## src/rtl/alu_csel_pkg.sv

```systemverilog
`timescale 1ns/1ps
package alu_csel_pkg;
  localparam int OP_W = 3;

  typedef enum logic [OP_W-1:0] {
    OP_ADD = 3'd0,
    OP_SUB = 3'd1,
    OP_AND = 3'd2,
    OP_OR  = 3'd3,
    OP_XOR = 3'd4
  } alu_op_e;

  function automatic logic is_arith(input logic [OP_W-1:0] op);
    return (op == OP_ADD) || (op == OP_SUB);
  endfunction
endpackage

```

## src/rtl/cla_group.sv

```systemverilog
`timescale 1ns/1ps
// One lookahead group: every internal carry is a flat sum of products
// of generate/propagate terms, not a ripple through neighbours.
module cla_group #(
  parameter int W = 4
) (
  input  logic [W-1:0] a_i,
  input  logic [W-1:0] b_i,
  input  logic         cin_i,
  output logic [W-1:0] sum_o,
  output logic         cout_o
);
  logic [W-1:0] gen;
  logic [W-1:0] prop;
  logic [W:0]   carry;

  assign gen  = a_i & b_i;
  assign prop = a_i ^ b_i;

  always_comb begin : lookahead
    logic acc;
    logic run;
    carry[0] = cin_i;
    for (int i = 0; i < W; i++) begin
      acc = 1'b0;
      run = 1'b1;
      for (int j = i; j >= 0; j--) begin
        acc = acc | (run & gen[j]);
        run = run & prop[j];
      end
      carry[i+1] = acc | (run & cin_i);
    end
  end

  assign sum_o  = prop ^ carry[W-1:0];
  assign cout_o = carry[W];
endmodule

```

## src/rtl/low_adder.sv

```systemverilog
`timescale 1ns/1ps
// Lower section: chained lookahead groups; the last group absorbs the remainder.
module low_adder #(
  parameter int LOW_W   = 25,
  parameter int GROUP_W = 4
) (
  input  logic [LOW_W-1:0] a_i,
  input  logic [LOW_W-1:0] b_i,
  input  logic             cin_i,
  output logic [LOW_W-1:0] sum_o,
  output logic             cout_o
);
  localparam int NGRP   = LOW_W / GROUP_W;
  localparam int LAST_W = LOW_W - GROUP_W * (NGRP - 1);

  logic [NGRP:0] chain;
  assign chain[0] = cin_i;

  for (genvar g = 0; g < NGRP; g++) begin : g_grp
    localparam int GW  = (g == NGRP - 1) ? LAST_W : GROUP_W;
    localparam int LSB = g * GROUP_W;
    cla_group #(.W(GW)) u_grp (
      .a_i   (a_i[LSB +: GW]),
      .b_i   (b_i[LSB +: GW]),
      .cin_i (chain[g]),
      .sum_o (sum_o[LSB +: GW]),
      .cout_o(chain[g+1])
    );
  end

  assign cout_o = chain[NGRP];
endmodule

```

## src/rtl/upper_select.sv

```systemverilog
`timescale 1ns/1ps
// Upper section: two speculative adders, one picked by the lower carry.
module upper_select #(
  parameter int HI_W = 7
) (
  input  logic [HI_W-1:0] a_i,
  input  logic [HI_W-1:0] b_i,
  input  logic            sel_i,
  output logic [HI_W-1:0] sum_o,
  output logic            cout_o
);
  logic [HI_W-1:0] sum_c0, sum_c1;
  logic            co_c0, co_c1;

  cla_group #(.W(HI_W)) u_c0 (
    .a_i(a_i), .b_i(b_i), .cin_i(1'b0), .sum_o(sum_c0), .cout_o(co_c0)
  );
  cla_group #(.W(HI_W)) u_c1 (
    .a_i(a_i), .b_i(b_i), .cin_i(1'b1), .sum_o(sum_c1), .cout_o(co_c1)
  );

  assign sum_o  = sel_i ? sum_c1 : sum_c0;
  assign cout_o = sel_i ? co_c1  : co_c0;
endmodule

```

## src/rtl/operand_mod.sv

```systemverilog
`timescale 1ns/1ps
// Conditions the second operand and the incoming carry per operation.
module operand_mod
  import alu_csel_pkg::*;
#(
  parameter int WIDTH = 32
) (
  input  logic [WIDTH-1:0] b_i,
  input  logic [OP_W-1:0]  op_i,
  output logic [WIDTH-1:0] b_mod_o,
  output logic             cin_o
);
  always_comb begin
    if (op_i == OP_SUB) begin
      b_mod_o = ~b_i;
      cin_o   = 1'b1;
    end else begin
      b_mod_o = b_i;
      cin_o   = 1'b0;
    end
  end
endmodule

```

## src/rtl/logic_unit.sv

```systemverilog
`timescale 1ns/1ps
// Bitwise operations; returns zero for any code it does not own.
module logic_unit
  import alu_csel_pkg::*;
#(
  parameter int WIDTH = 32
) (
  input  logic [WIDTH-1:0] a_i,
  input  logic [WIDTH-1:0] b_i,
  input  logic [OP_W-1:0]  op_i,
  output logic [WIDTH-1:0] res_o
);
  always_comb begin
    case (op_i)
      OP_AND:  res_o = a_i & b_i;
      OP_OR:   res_o = a_i | b_i;
      OP_XOR:  res_o = a_i ^ b_i;
      default: res_o = '0;
    endcase
  end
endmodule

```

## src/rtl/alu_csel_top.sv

```systemverilog
`timescale 1ns/1ps
module alu_csel_top
  import alu_csel_pkg::*;
#(
  parameter int WIDTH   = 32,
  parameter int LOW_W   = 25,
  parameter int GROUP_W = 4
) (
  input  logic [WIDTH-1:0] a_i,
  input  logic [WIDTH-1:0] b_i,
  input  logic [2:0]       op_i,
  output logic [WIDTH-1:0] result_o,
  output logic             carry_o,
  output logic             zero_o
);
  localparam int HI_W = WIDTH - LOW_W;

  logic [WIDTH-1:0] b_mod;
  logic             cin;
  logic [LOW_W-1:0] low_sum;
  logic             low_co;
  logic [HI_W-1:0]  hi_sum;
  logic             hi_co;
  logic [WIDTH-1:0] logic_res;
  logic             arith;

  operand_mod #(.WIDTH(WIDTH)) u_opmod (
    .b_i(b_i), .op_i(op_i), .b_mod_o(b_mod), .cin_o(cin)
  );

  low_adder #(.LOW_W(LOW_W), .GROUP_W(GROUP_W)) u_low (
    .a_i(a_i[LOW_W-1:0]), .b_i(b_mod[LOW_W-1:0]), .cin_i(cin),
    .sum_o(low_sum), .cout_o(low_co)
  );

  upper_select #(.HI_W(HI_W)) u_hi (
    .a_i(a_i[WIDTH-1:LOW_W]), .b_i(b_mod[WIDTH-1:LOW_W]), .sel_i(low_co),
    .sum_o(hi_sum), .cout_o(hi_co)
  );

  logic_unit #(.WIDTH(WIDTH)) u_logic (
    .a_i(a_i), .b_i(b_i), .op_i(op_i), .res_o(logic_res)
  );

  assign arith    = is_arith(op_i);
  assign result_o = arith ? {hi_sum, low_sum} : logic_res;
  assign carry_o  = arith & hi_co;
  assign zero_o   = ~|result_o;
endmodule

```

## config.mk

```make
export PLATFORM = sky130hd
export DESIGN_NAME = alu_csel_top
export DESIGN_NICKNAME = d
export VERILOG_FILES = /design/src/rtl/alu_csel_pkg.sv /design/src/rtl/cla_group.sv /design/src/rtl/low_adder.sv /design/src/rtl/upper_select.sv /design/src/rtl/operand_mod.sv /design/src/rtl/logic_unit.sv /design/src/rtl/alu_csel_top.sv
export SDC_FILE = /design/constraint.sdc
export NUM_CORES = 1
export LEC_CHECK = 0
export BUFFER_PORTS_ARGS = -buffer_cell sky130_fd_sc_hd__buf_4
export CAP_MARGIN = 20
export CELL_PAD_IN_SITES_DETAIL_PLACEMENT = 1
export CELL_PAD_IN_SITES_GLOBAL_PLACEMENT = 2
export CORE_AREA = 2 2 92 138
export DETAILED_ROUTE_END_ITERATION = 8
export DIE_AREA = 0 0 94 140
export MAX_ROUTING_LAYER = met4
export PLACE_DENSITY = 0.85
export SLEW_MARGIN = 5
export SYNTH_ARGS = -nofsm -noshare
export SYNTH_HDL_FRONTEND = slang
export SYNTH_HIERARCHICAL = 1
export SYNTH_SLANG_ARGS = --single-unit
```

## constraint.sdc

```tcl
create_clock -name vclk -period 11.2
set_input_delay 0.56 -clock vclk [all_inputs]
set_output_delay 0.56 -clock vclk [all_outputs]
set_load 0.05 [all_outputs]
```

; After elaboration in Yosys (flattened, before gate mapping)
; Index checks and enable logic that the tools add are counted.
; W data, S select, Z words.
[classes]
eq_ne = 4
n_mux = 6
n_bitwise = 267
n_reduce_logical = 4
[op_table]
columns = cell, count
row1 = $and A1 B1 Y1, 148
row2 = $pmux W32 S3, 1
row3 = $or A1 B1 Y1, 93
row4 = $mux W32, 2
row5 = $xor A4 B4 Y4, 10
row6 = $and A32 B32 Y32, 1
row7 = $not A32 Y32, 1
row8 = $or A32 B32 Y32, 1
row9 = $reduce_or A32 Y1, 1
row10 = $xor A32 B32 Y32, 1
row11 = $xor A7 B7 Y7, 3
row12 = $and A4 B4 Y4, 5
row13 = $xor A5 B5 Y5, 2
row14 = $and A7 B7 Y7, 1
row15 = $mux W7, 1
row16 = $eq A3 B2 Y1 const B, 2
row17 = $and A5 B5 Y5, 1
row18 = $eq A3 B1 Y1 const B, 1
row19 = $eq A3 B3 Y1 const B, 1
row20 = $logic_not A3 Y1, 1
row21 = $mux W1, 2
row22 = $logic_not A1 Y1, 1
row23 = $logic_or A1 B1 Y1, 1
[totals]
ff_bits = 0
input_bits = 67
out_inout_bits = 34
word_cells = 281

; Logic depth before layout (Yosys ltp)
[depth]
word_depth = 22
ltp_mapped = 29
depth_no_buf = 26

; Modules after synthesis
; The synthesis kept the hierarchy.
[by_module_without_submodules]
columns = mod, instances, cells_per_inst, area_per_inst_um2, seq_area_each_um2
row1 = logic_unit, 1, 240, 1750.4, 0.0
row2 = cla_group at u_hi.u_c0 ..., 2, 33, 295.3, 0.0
row3 = alu_csel_top, 1, 59, 540.5, 0.0
row4 = cla_group at u_low.g_grp[0].u_grp ..., 4, 13, 132.6, 0.0
row5 = operand_mod, 1, 37, 364.1, 0.0
row6 = cla_group at u_low.g_grp[5].u_grp, 1, 20, 187.7, 0.0
row7 = upper_select, 1, 11, 138.9, 0.0
row8 = cla_group at u_low.g_grp[3].u_grp, 1, 14, 136.4, 0.0

; Worst setup path after synthesis
; No wires, ideal clock.
[synth_timing]
kind = input-to-output
from = input op_i[1]
to = output zero_o
arrival_ns = 6.771
required_ns = 10.640
setup_slack_ns = 3.869
stages = 29
path_buffers = 3
cell_sequence = nor3b_2 > buf_6 > buf_12 > xor2_1 > ha_1 > a21o_1 > a31o_1 > a21o_1 > a21o_1 > a31o_1 > a21o_1 > a21o_1 > a31o_1 > a21o_1 > a211oi_2 > o21bai_1 > a21o_1 > a21o_1 > a31o_1 > a21o_1 > a21o_1 > a2111o_1 > a21o_1 > buf_6 > mux2_4 > nor4_1 > nand4_1 > or4_1 > o31ai_1
[synth_via]
elab_cells_between_ends = 256
cone_classes = eq/ne: 4 / mux: 5 / bitwise: 243 / reduce/logical: 4
[synth_rtl]
columns = item, line
row1 = "start, declared", alu_csel_top.sv:11  ; input logic [2:0] op_i,
row2 = $eq A3 B1 Y1 *, operand_mod.sv:14  ; if (op_i == OP_SUB) begin
row3 = $mux W32 *, operand_mod.sv:14
row4 = net b_mod[0], alu_csel_top.sv:18  ; logic [WIDTH-1:0] b_mod;
row5 = $and A4 B4 Y4 / $xor A4 B4 Y4 (equally long branches), "cla_group.sv:17, cla_group.sv:18"
row6 = $and A1 B1 Y1 (on tied branches), "cla_group.sv:28, cla_group.sv:29"
row7 = $or A1 B1 Y1 / $and A1 B1 Y1 (equally long branches), "cla_group.sv:28, cla_group.sv:31"
row8 = $or A1 B1 Y1 *, cla_group.sv:31  ; carry[i+1] = acc | (run & cin_i);
row9 = net u_low.chain[1], low_adder.sv:16  ; logic [NGRP:0] chain;
row10 = [2 not listed], n/a
row11 = net u_low.chain[2], low_adder.sv:16
row12 = [2 not listed], n/a
row13 = net u_low.chain[3], low_adder.sv:16
row14 = [2 not listed], n/a
row15 = net u_low.chain[4], low_adder.sv:16
row16 = [2 not listed], n/a
row17 = net u_low.chain[5], low_adder.sv:16
row18 = $and A1 B1 Y1 *, cla_group.sv:31
row19 = $or A1 B1 Y1 *, cla_group.sv:31
row20 = net low_co, alu_csel_top.sv:21  ; logic low_co;
row21 = $mux W7 *, upper_select.sv:22  ; assign sum_o = sel_i ? sum_c1 : sum_c0;
row22 = net hi_sum[6], alu_csel_top.sv:22  ; logic [HI_W-1:0] hi_sum;
row23 = $mux W32 *, alu_csel_top.sv:46  ; assign result_o = arith ? {hi_sum, low_sum} : logic_res;
row24 = $reduce_or A32 Y1 *, alu_csel_top.sv:48  ; assign zero_o = ~|result_o;
row25 = $logic_not A1 Y1 *, alu_csel_top.sv:48
row26 = "end, declared", alu_csel_top.sv:14  ; output logic zero_o
; Mark *: on every way through the listed nets, which the timed path passes. The rest lies on a longest branch.

; Worst setup path after layout
[layout_timing]
from = input op_i[0]
to = output zero_o
[layout_via]
elab_cells_between_ends = 256
cone_classes = eq/ne: 4 / mux: 5 / bitwise: 243 / reduce/logical: 4
[layout_rtl]
columns = item, line
row1 = $eq A3 B1 Y1, operand_mod.sv:14
row2 = $mux W1, operand_mod.sv:14
row3 = net cin, alu_csel_top.sv:19  ; logic cin;
row4 = $and A1 B1 Y1, cla_group.sv:31
row5 = $or A1 B1 Y1, cla_group.sv:31
row6 = net u_low.chain[1], low_adder.sv:16
row7 = $and A1 B1 Y1, cla_group.sv:31
row8 = $or A1 B1 Y1, cla_group.sv:31
row9 = net u_low.chain[2], low_adder.sv:16
row10 = [2 not listed], n/a
row11 = net u_low.chain[3], low_adder.sv:16
row12 = [2 not listed], n/a
row13 = net u_low.chain[4], low_adder.sv:16
row14 = [2 not listed], n/a
row15 = net u_low.chain[5], low_adder.sv:16
row16 = $and A1 B1 Y1, cla_group.sv:31
row17 = $or A1 B1 Y1, cla_group.sv:31
row18 = net low_co, alu_csel_top.sv:21
row19 = $mux W7, upper_select.sv:22
row20 = net hi_sum[6], alu_csel_top.sv:22
row21 = $mux W32, alu_csel_top.sv:46
row22 = $reduce_or A32 Y1, alu_csel_top.sv:48
row23 = $logic_not A1 Y1, alu_csel_top.sv:48
; The timed path passes the listed nets, and every way through them passes these cells.

==> summary.txt <==
Place
  – Place WS: 2.568 ns
  – Port Buf Inserts: 101
  – Placed cell count: 739
  – Final GP Congestion: 0.8344
  – Hpwl dp: 10,420 um

Worst setup path
  – Arr. time, crit path: 8.09 ns
  – Class of the most critical setup path: input port to output pin
  – Worst-path fanout max: 62
  – CP Launch Type: input port
  – Max incr delay on CP: 0.53 ns
  – CP Data Required Time: 10.64 ns
  – Worst path slowest cell: buf_4
  – Crit. End Element: output pin
  – Most frequent CP cell: a21o_1

Global routing
  – Vias in the first global route: 4,111
  – Pin count of the biggest net entering global routing: 63
  – GRT Util Overall: 18.59%
  – GR Overflow Total: 0
  – First-pass GRT wire length: 19,570 um
  – Antenna violations before repair: 0

Timing
  – Setup TNS: 0 ns
  – RSZ-0062 raised after global routing: false
  – Tcrit/Tclk final: 77.19%
  – Relative slew margins: 34.44%
  – Setup slack after layout: 2.555 ns
  – Min cycle time layout: 8.645 ns
  – Pins Over Slew Limit: 0
  – Worst-margin pin slew: 0.9811 ns
  – Final Setup Violations: 0
  – Fmax achieved: 115.7 MHz
  – Final hold viol count: 0

Outcome
  – Status: complete, no violations

Synthesis
  – Synth Area per Inst: 8.495 um^2
  – Synth top area share: 30.99%
  – Mapped Area: 4239 um^2
  – Synth Warn #: 6
  – Register area share after synthesis: 0%
  – Area leader, netlist: ha_1
  – Post-synth cell types: 41
  – Dominant cells by area after synthesis: ha_1 31%, xor2_1 9.9%, mux2_2 7.7%
  – Gate count after technology mapping: 499

Clocking
  – Postcts setup bufs: 0
  – Hold buffers post-CTS: 0
  – Post-cts sizing count: 0

Die
  – Row Count: 49
  – Core area: 11,960 um^2
  – Die X: 94 um
  – Starting Density: 35.46%
  – I/O pins: 101
  – Die footprint: 13,160 um^2
  – Chip height: 140 um

Detailed routing
  – WL/cell: 16.61 um
  – Via/cell ratio: 5.195
  – Total number of vias: 3,839
  – Pre-antenna DRT Iters: 4
  – Drt first-iter violations: 65
  – Routed Antenna Nets: 0
  – Final WL: 12,270 um
  – DR DRC count: 0

Cells and area
  – Sequential cell area: 0 um^2
  – Finished Layout Cells: 739
  – Seq_cells: 0
  – NumNets Final: 768
  – Inserted Diodes: 0
  – Layout cells sized above 1: 26.96%
  – Area Overhead vs Synth: 18.89%
  – Clock buf count: 0
  – Fill cells: 1,475

Worst hold path
  – Hold WC Path Type: input port to output pin
  – Hold Path Cell Cnt: 4

Power and ir drop
  – Total power: 0.3651 mW
  – Leakage power total: 2.843 nW
  – Pwr Density: 72.45 nW/um^2
  – Peak supply drop: 0.00004906 V

Run
  – Max-cap violations: 0
## Yosys cell counts, types with 7 or more instances
| cell type | n |
|---|---|
| a22o_1 | 32 |
| mux2_4 | 8 |
| xor2_1 | 48 |
| buf_2 | 7 |
| a21oi_1 | 39 |
| a21o_1 | 19 |
| xnor2_1 | 15 |
| nor2_1 | 30 |
| buf_6 | 7 |
| mux2_2 | 29 |
| nor4_1 | 15 |
| inv_1 | 76 |
| ha_1 | 105 |
| fa_1 | 8 |
## power by group
part | switching (mW) | internal, mW
logic | 0.214 | 0.151
registers | 0 | 0
clock network | 0 | 0
## layout make-up
cell class	instances	area [um^2]	share of cell area [%]
Timing Repair Buffer	105	788.3	15.64
Tap cell	153	191.4	3.798
Inverter	76	285.3	5.660
Multi-Input combinational cell	405	3775	74.90
## final timing paths
check	from	to	slack [ns]
max	op_i[0]	zero_o	2.55
min	op_i[2]	zero_o	1.69
## per-layer routing
layer  wire length, um  vias up  track usage (%)
li1                  -     1905                -
met2              7013       63            37.67
met3               270       12           0.4841
met1              4772     1859            19.59
met4               216        0            3.204
met5                 0        -                -
## stage by stage
| stage | area, um^2 | utilization [%] | hold slack, ns |
|---|---|---|---|
| after CTS | 5040 | 42.16 | 1.684 |
| after floorplan | 4254 | - | 1.504 |
| after global placement | 5040 | 42.16 | 1.674 |
| after global routing | 5040 | 42.16 | 1.728 |
| after detailed placement | 5040 | 42.16 | 1.683 |
| final | 5040 | 42.16 | 1.690 |
## layout by cell type, fill, tap and decap left out, drive strengths merged
| cell | netlist | layout |
|---|---|---|
| buf | 21 | 105 |
| ha | 105 | 105 |
| inv | 76 | 76 |
| xor2 | 48 | 48 |
| mux2 | 40 | 40 |
| a21oi | 39 | 39 |
| a22o | 32 | 32 |
| nor2 | 31 | 31 |
| a21o | 21 | 21 |
| nor4 | 16 | 16 |
| xnor2 | 15 | 15 |
| fa | 8 | 8 |
| conb | 2 | 6 |
| o21ai | 6 | 6 |
| and2 | 4 | 4 |
| nand4 | 4 | 4 |
| o21bai | 4 | 4 |
| mux2i | 4 | 4 |
| a31o | 4 | 4 |
| a211oi | 4 | 4 |
| a221oi | 2 | 2 |
| o21ba | 2 | 2 |
| nand2 | 2 | 2 |
| nor3b | 2 | 2 |
| and3 | 2 | 2 |
| or4 | 1 | 1 |
| o31ai | 1 | 1 |
| nor2b | 1 | 1 |
| a2111o | 1 | 1 |
## critical path: cells and delay by family
| kind | cells | cell delay [ns] |
|---|---|---|
| XOR/XNOR | 1 | 0.30 |
| buffers and inverters | 3 | 1.16 |
| multiplexers | 1 | 0.36 |
| AO/OA/AOI/OAI | 19 | 4.25 |
| adder cells (fa/ha/maj) | 1 | 0.29 |
| AND/OR/NAND/NOR | 4 | 1.13 |
## cells by family after synthesis
| kind of cell | Yosys count | synth area share [%] |
|---|---|---|
| AOI/OAI and AO/OA | 116 | 20.10 |
| xor gates and xnor gates | 63 | 13.02 |
| adders and majority gates | 113 | 34.77 |
| buffers and inverters | 98 | 11.63 |
| muxes | 44 | 12.28 |
| other | 2 | 0.1772 |
| and+or+nand+nor | 63 | 8.028 |
(Power assumes the default switching activity.)
